===== config.mk =====
export PLATFORM = sky130hd
export DESIGN_NAME = spi_port
export DESIGN_NICKNAME = d
export VERILOG_FILES = /design/src/rtl/spi_port_pkg.sv /design/src/rtl/spi_in_sync.sv /design/src/rtl/spi_baud_div.sv /design/src/rtl/spi_pin_gate.sv /design/src/rtl/spi_port.sv
export SDC_FILE = /design/constraint.sdc
export NUM_CORES = 1
export LEC_CHECK = 0
export BUFFER_PORTS_ARGS = -buffer_cell sky130_fd_sc_hd__buf_2
export CELL_PAD_IN_SITES_DETAIL_PLACEMENT = 2
export CELL_PAD_IN_SITES_GLOBAL_PLACEMENT = 2
export CORE_UTILIZATION = 28
export CTS_CLUSTER_DIAMETER = 80
export CTS_CLUSTER_SIZE = 14
export DETAILED_ROUTE_END_ITERATION = 10
export PLACE_DENSITY = 0.84
export SLEW_MARGIN = 5
export SYNTH_ARGS = -nofsm -noshare
export SYNTH_HDL_FRONTEND = slang
export SYNTH_SLANG_ARGS = --single-unit

===== constraint.sdc =====
create_clock -name clk -period 2.08 [get_ports clk]
set_clock_uncertainty 0.05 [all_clocks]
set_input_delay 0.208 -clock clk [delete_from_list [all_inputs] [get_ports clk]]
set_output_delay 0.208 -clock clk [all_outputs]
set_load 0.02 [all_outputs]

===== src/rtl/spi_port_pkg.sv =====
package spi_port_pkg;

    typedef enum logic [1:0] {
        ST_IDLE,
        ST_LO,
        ST_HI,
        ST_HOLD
    } spi_state_e;

    // Bit positions inside the direction mask
    localparam int DIR_SCK  = 0;
    localparam int DIR_MOSI = 1;
    localparam int DIR_MISO = 2;
    localparam int DIR_SS   = 3;
    localparam int DIR_W    = 4;

endpackage


===== src/rtl/spi_in_sync.sv =====
module spi_in_sync #(
    parameter int             W      = 3,
    parameter int             STAGES = 2,
    parameter logic [W-1:0]   RST_VAL = '0
) (
    input  logic         clk,
    input  logic         rst_n,
    input  logic [W-1:0] d,
    output logic [W-1:0] q
);

    logic [W-1:0] stg [STAGES];

    generate
        for (genvar s = 0; s < STAGES; s++) begin : g_stage
            if (s == 0) begin : g_first
                always_ff @(posedge clk or negedge rst_n) begin
                    if (!rst_n) stg[0] <= RST_VAL;
                    else        stg[0] <= d;
                end
            end else begin : g_next
                always_ff @(posedge clk or negedge rst_n) begin
                    if (!rst_n) stg[s] <= RST_VAL;
                    else        stg[s] <= stg[s-1];
                end
            end
        end
    endgenerate

    assign q = stg[STAGES-1];

endmodule


===== src/rtl/spi_baud_div.sv =====
module spi_baud_div #(
    parameter int BAUD_W = 3,
    localparam int CNT_W = (1 << BAUD_W) - 1
) (
    input  logic              clk,
    input  logic              rst_n,
    input  logic              run,
    input  logic [BAUD_W-1:0] sel,
    output logic              tick,
    output logic [CNT_W-1:0]  cnt_o
);

    logic [CNT_W-1:0] cnt_q;
    logic [CNT_W:0]   lim;

    // Last count of a half period: 2^sel - 1
    assign lim  = ({{CNT_W{1'b0}}, 1'b1} << sel) - 1'b1;
    assign tick = run && ({1'b0, cnt_q} == lim);

    always_ff @(posedge clk or negedge rst_n) begin
        if (!rst_n)              cnt_q <= '0;
        else if (!run || tick)   cnt_q <= '0;
        else                     cnt_q <= cnt_q + 1'b1;
    end

    assign cnt_o = cnt_q;

endmodule


===== src/rtl/spi_pin_gate.sv =====
module spi_pin_gate
    import spi_port_pkg::*;
(
    input  logic             en,
    input  logic             master,
    input  logic             ss_pad,
    input  logic [DIR_W-1:0] dir,
    output logic             sck_oe,
    output logic             mosi_oe,
    output logic             miso_oe,
    output logic             ss_oe
);

    always_comb begin
        sck_oe  = 1'b0;
        mosi_oe = 1'b0;
        miso_oe = 1'b0;
        ss_oe   = 1'b0;
        if (en) begin
            if (master) begin
                sck_oe  = dir[DIR_SCK];
                mosi_oe = dir[DIR_MOSI];
                ss_oe   = dir[DIR_SS];
            end else begin
                miso_oe = dir[DIR_MISO] && !ss_pad;
            end
        end
    end

endmodule


===== src/rtl/spi_port.sv =====
module spi_port
    import spi_port_pkg::*;
#(
    parameter int DATA_W      = 8,
    parameter int BAUD_W      = 3,
    parameter int SYNC_STAGES = 2
) (
    input  logic              clk,
    input  logic              rst_n,
    input  logic              cfg_en,
    input  logic              cfg_master,
    input  logic [BAUD_W-1:0] cfg_baud,
    input  logic [3:0]        cfg_dir,
    input  logic              wr_en,
    input  logic [DATA_W-1:0] wr_data,
    input  logic              rd_en,
    output logic [DATA_W-1:0] rd_data,
    output logic              busy,
    output logic              done,
    input  logic              sck_i,
    output logic              sck_o,
    output logic              sck_oe,
    input  logic              mosi_i,
    output logic              mosi_o,
    output logic              mosi_oe,
    input  logic              miso_i,
    output logic              miso_o,
    output logic              miso_oe,
    input  logic              ss_i,
    output logic              ss_o,
    output logic              ss_oe
);

    localparam int CNT_W = (1 << BAUD_W) - 1;
    localparam int BIT_W = $clog2(DATA_W);
    localparam logic [BIT_W-1:0] LAST_BIT = BIT_W'(DATA_W - 1);

    spi_state_e        state_q, state_d;
    logic [DATA_W-1:0] shreg_q;
    logic              samp_q;
    logic [BIT_W-1:0]  bit_q;
    logic              done_q;
    logic              sck_prev_q;

    logic              sck_s, mosi_s, ss_s;
    logic              sck_rise, sck_fall;
    logic              tick;
    logic [CNT_W-1:0]  div_cnt;
    logic              rise_ev, fall_ev;
    logic              slave_drop, wr_ok, lo_rise, hi_fall;

    // Received slave-side pins into the clock domain
    spi_in_sync #(
        .W       (3),
        .STAGES  (SYNC_STAGES),
        .RST_VAL (3'b001)
    ) u_sync (
        .clk   (clk),
        .rst_n (rst_n),
        .d     ({sck_i, mosi_i, ss_i}),
        .q     ({sck_s, mosi_s, ss_s})
    );

    spi_baud_div #(
        .BAUD_W (BAUD_W)
    ) u_div (
        .clk   (clk),
        .rst_n (rst_n),
        .run   (cfg_en && cfg_master && (state_q != ST_IDLE)),
        .sel   (cfg_baud),
        .tick  (tick),
        .cnt_o (div_cnt)
    );

    spi_pin_gate u_gate (
        .en      (cfg_en),
        .master  (cfg_master),
        .ss_pad  (ss_i),
        .dir     (cfg_dir),
        .sck_oe  (sck_oe),
        .mosi_oe (mosi_oe),
        .miso_oe (miso_oe),
        .ss_oe   (ss_oe)
    );

    assign sck_rise   = sck_s && !sck_prev_q;
    assign sck_fall   = !sck_s && sck_prev_q;
    assign rise_ev    = cfg_master ? tick : sck_rise;
    assign fall_ev    = cfg_master ? tick : sck_fall;
    assign slave_drop = !cfg_master && ss_s;
    assign wr_ok      = cfg_en && wr_en && (state_q == ST_IDLE) && (cfg_master || ss_s);
    assign lo_rise    = cfg_en && (state_q == ST_LO) && !slave_drop && rise_ev;
    assign hi_fall    = cfg_en && (state_q == ST_HI) && !slave_drop && fall_ev;

    // State register
    always_ff @(posedge clk or negedge rst_n) begin
        if (!rst_n) state_q <= ST_IDLE;
        else        state_q <= state_d;
    end

    // Next state
    always_comb begin
        state_d = state_q;
        if (!cfg_en) begin
            state_d = ST_IDLE;
        end else begin
            unique case (state_q)
                ST_IDLE: begin
                    if (cfg_master) begin
                        if (wr_en) state_d = ST_LO;
                    end else if (!ss_s) begin
                        state_d = ST_LO;
                    end
                end
                ST_LO: begin
                    if (slave_drop)   state_d = ST_IDLE;
                    else if (rise_ev) state_d = ST_HI;
                end
                ST_HI: begin
                    if (slave_drop) begin
                        state_d = ST_IDLE;
                    end else if (fall_ev) begin
                        if (bit_q == LAST_BIT) state_d = cfg_master ? ST_IDLE : ST_HOLD;
                        else                   state_d = ST_LO;
                    end
                end
                ST_HOLD: begin
                    if (cfg_master || ss_s) state_d = ST_IDLE;
                end
                default: state_d = ST_IDLE;
            endcase
        end
    end

    // Datapath
    always_ff @(posedge clk or negedge rst_n) begin
        if (!rst_n) begin
            shreg_q    <= '0;
            samp_q     <= 1'b0;
            bit_q      <= '0;
            done_q     <= 1'b0;
            sck_prev_q <= 1'b0;
        end else begin
            sck_prev_q <= sck_s;
            if (!cfg_en) begin
                bit_q  <= '0;
                done_q <= 1'b0;
            end else begin
                if (rd_en)                bit_q <= bit_q;
                if (rd_en)                done_q <= 1'b0;
                if (state_q == ST_IDLE)   bit_q <= '0;
                if (wr_ok)                shreg_q <= wr_data;
                if (lo_rise)              samp_q <= cfg_master ? miso_i : mosi_s;
                if (hi_fall) begin
                    shreg_q <= {shreg_q[DATA_W-2:0], samp_q};
                    bit_q   <= bit_q + 1'b1;
                    if (bit_q == LAST_BIT) done_q <= 1'b1;
                end
            end
        end
    end

    // Outputs
    always_comb begin
        sck_o   = cfg_master && (state_q == ST_HI);
        ss_o    = !(cfg_master && (state_q != ST_IDLE));
        mosi_o  = shreg_q[DATA_W-1];
        miso_o  = shreg_q[DATA_W-1];
        busy    = (state_q != ST_IDLE);
        done    = done_q;
        rd_data = shreg_q;
    end

endmodule


Word level (Yosys, flattened, before mapping)
Cells that the tools add are included.
{"block": "word_totals", "mem_bits_ro": 0, "latch_bits": 0, "regBits": 29, "n_memories": 0, "mem_bits_rw": 0}
{"block": "op_classes", "order_cmp": 0, "multipliers": 0, "n_div": 0, "n_shift": 1, "n_reduce_logical": 33, "n_bitwise": 0, "n_eq_ne": 11, "n_mux": 33, "addsub": 3}
{"cell": "2-bit two-way mux", "count": 11}
{"cell": "1-bit logical AND", "count": 18}
{"cell": "8-bit two-way mux", "count": 2}
{"cell": "4-bit inequality test (second input constant)", "count": 4}
{"cell": "1-bit two-way mux", "count": 15}
{"cell": "3-bit two-way mux", "count": 3}
{"cell": "7-bit by 8-bit equality test with 1-bit output", "count": 1}
{"cell": "2-bit one-hot mux with 4 select lines", "count": 1}
{"cell": "1-bit by 3-bit left shift with 8-bit output (first input constant)", "count": 1}
{"cell": "8-bit by 1-bit subtractor with 8-bit output (second input constant)", "count": 1}
{"cell": "7-bit by 1-bit adder with 7-bit output (second input constant)", "count": 1}
{"cell": "1-bit zero test", "count": 7}
{"cell": "7-bit two-way mux", "count": 1}
{"cell": "5-bit AND reduction", "count": 1}
{"cell": "2-bit equality test (second input constant)", "count": 2}
{"cell": "2-bit AND reduction", "count": 2}
{"cell": "2-bit nonzero test", "count": 2}
{"cell": "3-bit by 1-bit adder with 3-bit output (second input constant)", "count": 1}
{"cell": "3-bit equality test (second input constant)", "count": 1}
{"cell": "3-bit by 1-bit inequality test with 1-bit output (second input constant)", "count": 1}
{"cell": "3-bit inequality test (second input constant)", "count": 1}
{"cell": "2-bit by 1-bit equality test with 1-bit output (second input constant)", "count": 1}
{"cell": "2-bit zero test", "count": 1}
{"cell": "1-bit logical OR", "count": 2}

Depth between registers and ports, before layout
{"block": "depth", "ltp_word": 9, "mapped_depth": 7}

Cells and area by module
A second synthesis with hierarchy kept.
{"block": "unflattened", "hier_cells": 166, "hier_area_um2": 1664.1}
{"module": "spi_port", "instances": 1, "area_each_um2": 950.9, "cells_each": 99}
{"module": "spi_baud_div", "instances": 1, "area_each_um2": 503.0, "cells_each": 54}
{"module": "spi_in_sync", "instances": 1, "area_each_um2": 175.2, "cells_each": 9}
{"module": "spi_pin_gate", "instances": 1, "area_each_um2": 35.0, "cells_each": 4}

Least setup slack after synthesis
OpenSTA, ideal clock, no wires.
{"block": "synth_path", "kind": "register -> register", "from": "reg u_div.cnt_q[5] (netlist: u_div.cnt_o[5])", "to": "reg state_q[0]", "path_stages_with_launch": 7, "t_required_ns": 1.905, "period_less_slack_ns": 2.004, "arrival_ns": 1.829, "setup_ns": 0.125, "path_buffers": 0, "setup_slack_ns": 0.076, "path_cell_list": "dfrtp_1 nand3b_1 a31o_2 a22o_1 or2_2 o22ai_1 mux2_2"}
{"block": "synth_via", "elab_chain_len": 5, "elab_cells_between_ends": 7, "classes_between": "3 x eq/ne; 2 x mux; 2 x reduce/logical"}
{"item": "start: declaration", "line": "spi_baud_div.sv:13", "source": "logic [CNT_W-1:0] cnt_q;"}
{"item": "start signal: assignment", "line": "spi_baud_div.sv:23", "source": "else cnt_q <= cnt_q + 1'b1;"}
{"item": "7-bit by 8-bit equality test with 1-bit output (*)", "line": "spi_baud_div.sv:18", "source": "assign tick = run && ({1'b0, cnt_q} == lim);"}
{"item": "1-bit logical AND (*)", "line": "spi_baud_div.sv:18"}
{"item": "1-bit two-way mux (on tied branches)", "line": "spi_port.sv:89, spi_port.sv:88"}
{"item": "4-bit inequality test (no source line)"}
{"item": "5-bit AND reduction (no source line) (*)"}
{"item": "end signal: assignment", "line": "spi_port.sv:98", "source": "else state_q <= state_d;"}
{"item": "end: declaration", "line": "spi_port.sv:38", "source": "spi_state_e state_q, state_d;"}
Every way passes the cells marked *; elsewhere a longest branch is shown, timed or not.
A chain may end at the register's enable or synchronous reset.

Worst setup path in the final report
{"block": "layout_path", "from": "reg u_div.cnt_q[5] (netlist: u_div.cnt_o[5])", "to": "reg shreg_q[6] (netlist: rd_data[6])"}
{"block": "layout_via", "elab_chain_len": 6, "elab_cells_between_ends": 7, "classes_between": "1 x eq/ne; 2 x mux; 4 x reduce/logical"}
{"item": "7-bit by 8-bit equality test with 1-bit output (*)", "line": "spi_baud_div.sv:18"}
{"item": "1-bit logical AND (*)", "line": "spi_baud_div.sv:18"}
{"item": "1-bit two-way mux (*)", "line": "spi_port.sv:89", "source": "assign fall_ev = cfg_master ? tick : sck_fall;"}
{"item": "1-bit logical AND (*)", "line": "spi_port.sv:93", "source": "assign hi_fall = cfg_en && (state_q == ST_HI) && !slave_drop && fall_ev;"}
{"item": "2-bit nonzero test (no source line)"}
{"item": "2-bit AND reduction (no source line)"}
{"item": "end signal: assignment", "line": "spi_port.sv:152", "source": "if (wr_ok) shreg_q <= wr_data;"}
{"item": "end signal: assignment", "line": "spi_port.sv:155", "source": "shreg_q <= {shreg_q[DATA_W-2:0], samp_q};"}
{"item": "end: declaration", "line": "spi_port.sv:39", "source": "logic [DATA_W-1:0] shreg_q;"}
Marked as above.

==> flow_metrics.py <==
metrics = {
    "status": {
        "status": "completed",
    },
    "placement": {
        "portBuffers": 42,
        "placed_cells": 262,
        "gp_congestion": 0.822,
        "dp_hpwl_um": 3210,
    },
    "final_layout": {
        "layout-drive-gt1-share_pct": 32.2,
        "nets": 232,
        "final_common_cell": "buf_2",
        "num_antenna_cells": 0,
        "layout.cells.non_filler": 275,
        "layout_common_cells": "buf_2 (42), dfrtp_1 (26), nor2_1 (15)",
        "fill_cells": 593,
        "register_area_um2": 729,
        "syn2layout_area_growth_pct": 29.4,
        "multi_input_area_um2": 791,
    },
    "clocking": {
        "numClockSinks": 29,
        "clock_latency_ns": 0.28,
        "cts-htree-levels": 2,
        "numCtsBuffers": 5,
        "root_buffer": "clkbuf_8",
        "cts.path.max_buffers": 2,
        "path_clk_slew_ns": 0.06,
        "cts_tree": "done",
    },
    "critical_path": {
        "cp_slowest_cell": "dfrtp_1",
        "cpPeakStageDelay_ns": 0.38,
        "critical_path_class": "reg -> reg",
        "setup.worst_path.start_class": "flop",
        "required_ns": 2.18,
        "crit_buf_inv": 0,
        "cp_data_arrival_time_ns": 2.10,
        "critPathTopFamily": "compound AO/OA/AOI/OAI gates",
        "worst-path-max-fanout": 8,
        "path_cells": "nand3b_1, a31o_2, a22o_1, o31a_1, o21a_4, a221o_1",
        "end_kind": "flop",
    },
    "timing": {
        "maxSlewViolCount": 0,
        "fin_hold_ws_ns": 0.0452,
        "finalCritPeriodShare_pct": 96.0,
        "finalHoldViolCount": 0,
        "finalSetupTns_ns": 0,
        "setup_violations": 0,
        "tightest_slew_ns": 0.685,
        "post-route-min-period_ns": 2.00,
        "max_freq_ghz": 0.501,
        "rsz0062_at_grt": "no",
        "slew_headroom_pct": 54.3,
    },
    "pwr": {
        "ir_worst_vdd_uv": 431,
        "leakage_nw": 0.921,
        "powerDensity_nw_per_um2": 961,
        "internal_power_mw": 1.22,
        "swShare_pct": 36.8,
        "p_clk_share_pct": 24.9,
        "p_sw_uw": 708,
        "p_total_mw": 1.92,
        "seq_power_share_pct": 41.0,
        "p_comb_share_pct": 34.1,
    },
    "global_route": {
        "grt_max_degree": 30,
        "grt_pass1_vias": 1558,
        "antenna_found_initial": 0,
        "grt_overflow_total": 0,
        "grt_pass1_wl_um": 7650,
        "grtUsageTotal_pct": 17.0,
    },
    "synth": {
        "yosys_most_used_dff": "dfrtp_1",
        "synthAdderAreaFrac_pct": 2.43,
        "synthDistinctLibCells": 42,
        "synth-compound-area-share_pct": 20.3,
        "synth_xor_area_share_pct": 3.40,
        "synthesis.area_um2": 1550,
        "synth_edf_count": 0,
        "netlist_instances": 152,
        "async_flop_share_pct": 100,
        "synth_top_family_by_area": "simple AND/OR/NAND/NOR gates",
        "synth_top_area_share_pct": 43.7,
        "yosysWarnings": 0,
        "yosys.area.top_type": "dfrtp_1",
        "muxShareOfSynthArea_pct": 2.83,
        "synth_seq_cells": 29,
        "synthTopCellsByArea": "dfrtp_1 (44%), a22o_1 (5.7%), a221o_1 (5.2%)",
        "syn_avg_cell_area_um2": 10.2,
        "yosys.area_share.simple_pct": 21.0,
        "syn_nets": 180,
        "ys_seq_area_share_pct": 47.1,
    },
    "run": {
        "cap_violations": 0,
    },
    "drt": {
        "drt_wl_total_um": 4540,
        "dr.pass1.iters": 4,
        "ant_nets": 0,
        "drcViolationCount": 0,
        "wl_per_cell_um": 16.5,
        "drt-vias-per-instance": 5.19,
        "vias": 1428,
        "drt-initial-drc-count": 74,
    },
    "floorplan": {
        "fp.dieW_um": 76.3,
        "core_area_um2": 5200,
        "design.die.area_um2": 5820,
        "die_h_um": 76.3,
        "pin_count": 43,
        "rows": 26,
        "start_util_pct": 29.7,
    },
    "hold_path": {
        "hp-class": "in -> reg",
    },
}
[worst reg2reg max path: cells and delay by family, from the launching register on]
| family | cells | cell delay (ns) |
|---|---|---|
| AO/OA/AOI/OAI | 5 | 1.28 |
| flip-flops | 1 | 0.38 |
| AND/OR/NAND/NOR | 1 | 0.17 |
[cell families after synthesis]
logic type	count (synthesis)
AND/OR/NAND/NOR	61
AO/OA/AOI/OAI	39
multiplexers	4
XOR/XNOR	6
flip-flops	29
adder cells (fa/ha/maj)	3
buffers and inverters	10
[worst paths after layout]
check                                  to  depth (start not counted)  slack [ns]           start
max in group asynchronous  u_div.cnt_o[2]                          2        1.04           rst_n
hold reg to reg               u_sync.q[1]                          0        0.31   u_sync.stg[4]
min in group asynchronous  u_div.cnt_o[4]                          2        0.46           rst_n
setup / recovery               rd_data[6]                          6        0.08  u_div.cnt_o[5]
hold / removal                       done                          2        0.05           rd_en
setup reg to reg               rd_data[6]                          6        0.08  u_div.cnt_o[5]
[cell usage after synthesis, drive strengths merged, types with 3 or more instances]
cell	number
xnor2	4
ha	3
nand2	8
a22o	10
nor2	16
dfrtp	27
buf	4
nor3	3
mux2	3
and3	8
nand3	6
a221o	8
o21ai	8
nor2b	5
nand4	3
nand2b	4
inv	3
[area by class of cell]
type	count	area share [%]
clock buffer	8	4.50
inverter	4	0.750
multi-input combinational	113	39.5
sequential	29	36.5
tap	70	4.38
timing repair buffer	51	14.4
[power groups by stage]
stage	combinational, mW	sequential, mW	clock (mW)
6_report	0.655	0.789	0.479
5_1_grt	0.713	0.812	0.523
4_1_cts	0.654	0.788	0.495
3_5_place_dp	0.642	0.798	0
3_3_place_gp	0.626	0.790	0
2_1_floorplan	0.346	0.861	0
[metal layers]
| layer | track usage, % | share of wire (%) | vias up |
|---|---|---|---|
| met5 | 0 | 0 | - |
| met4 | 5.77 | 1.4 | 0 |
| met3 | 4.19 | 4.6 | 7 |
| met2 | 28.6 | 49 | 44 |
| met1 | 21.1 | 45 | 712 |
| li1 | - | - | 665 |
[flip-flops by register name, summed over array words and instances (netlist names)]
signal / flops
samp_q: 1
sck_prev_q: 1
u_div.cnt_o: 7
u_sync.stg: 3
state_q: 2
bit_q: 3
u_sync.q: 3
rd_data: 8
done: 1
[metrics by stage]
step | instance area, µm² | worst slack, ns | util, %
floorplan | 1550 | 0.0760 | -
global placement | 1840 | 0.0814 | 35.4
detailed placement | 1840 | -0.00448 | 35.4
CTS | 1980 | 0.00417 | 38.1
global route | 2000 | 0.0125 | 38.4
finish | 2000 | 0.0835 | 38.4
[timing repair]
| item | CTS | global route |
|---|---|---|
| resized for setup | 0 | 5 |
| hold buffers | 4 | 0 |
| setup buffers | 1 | 0 |
| endpoints found under the setup margin | 1 | 9 |
| hold endpoints to repair | 30 | 0 |
| pin swaps | 0 | 1 |
| gates cloned | 0 | 0 |
No activity file was read; power rests on OpenSTA's default activity.
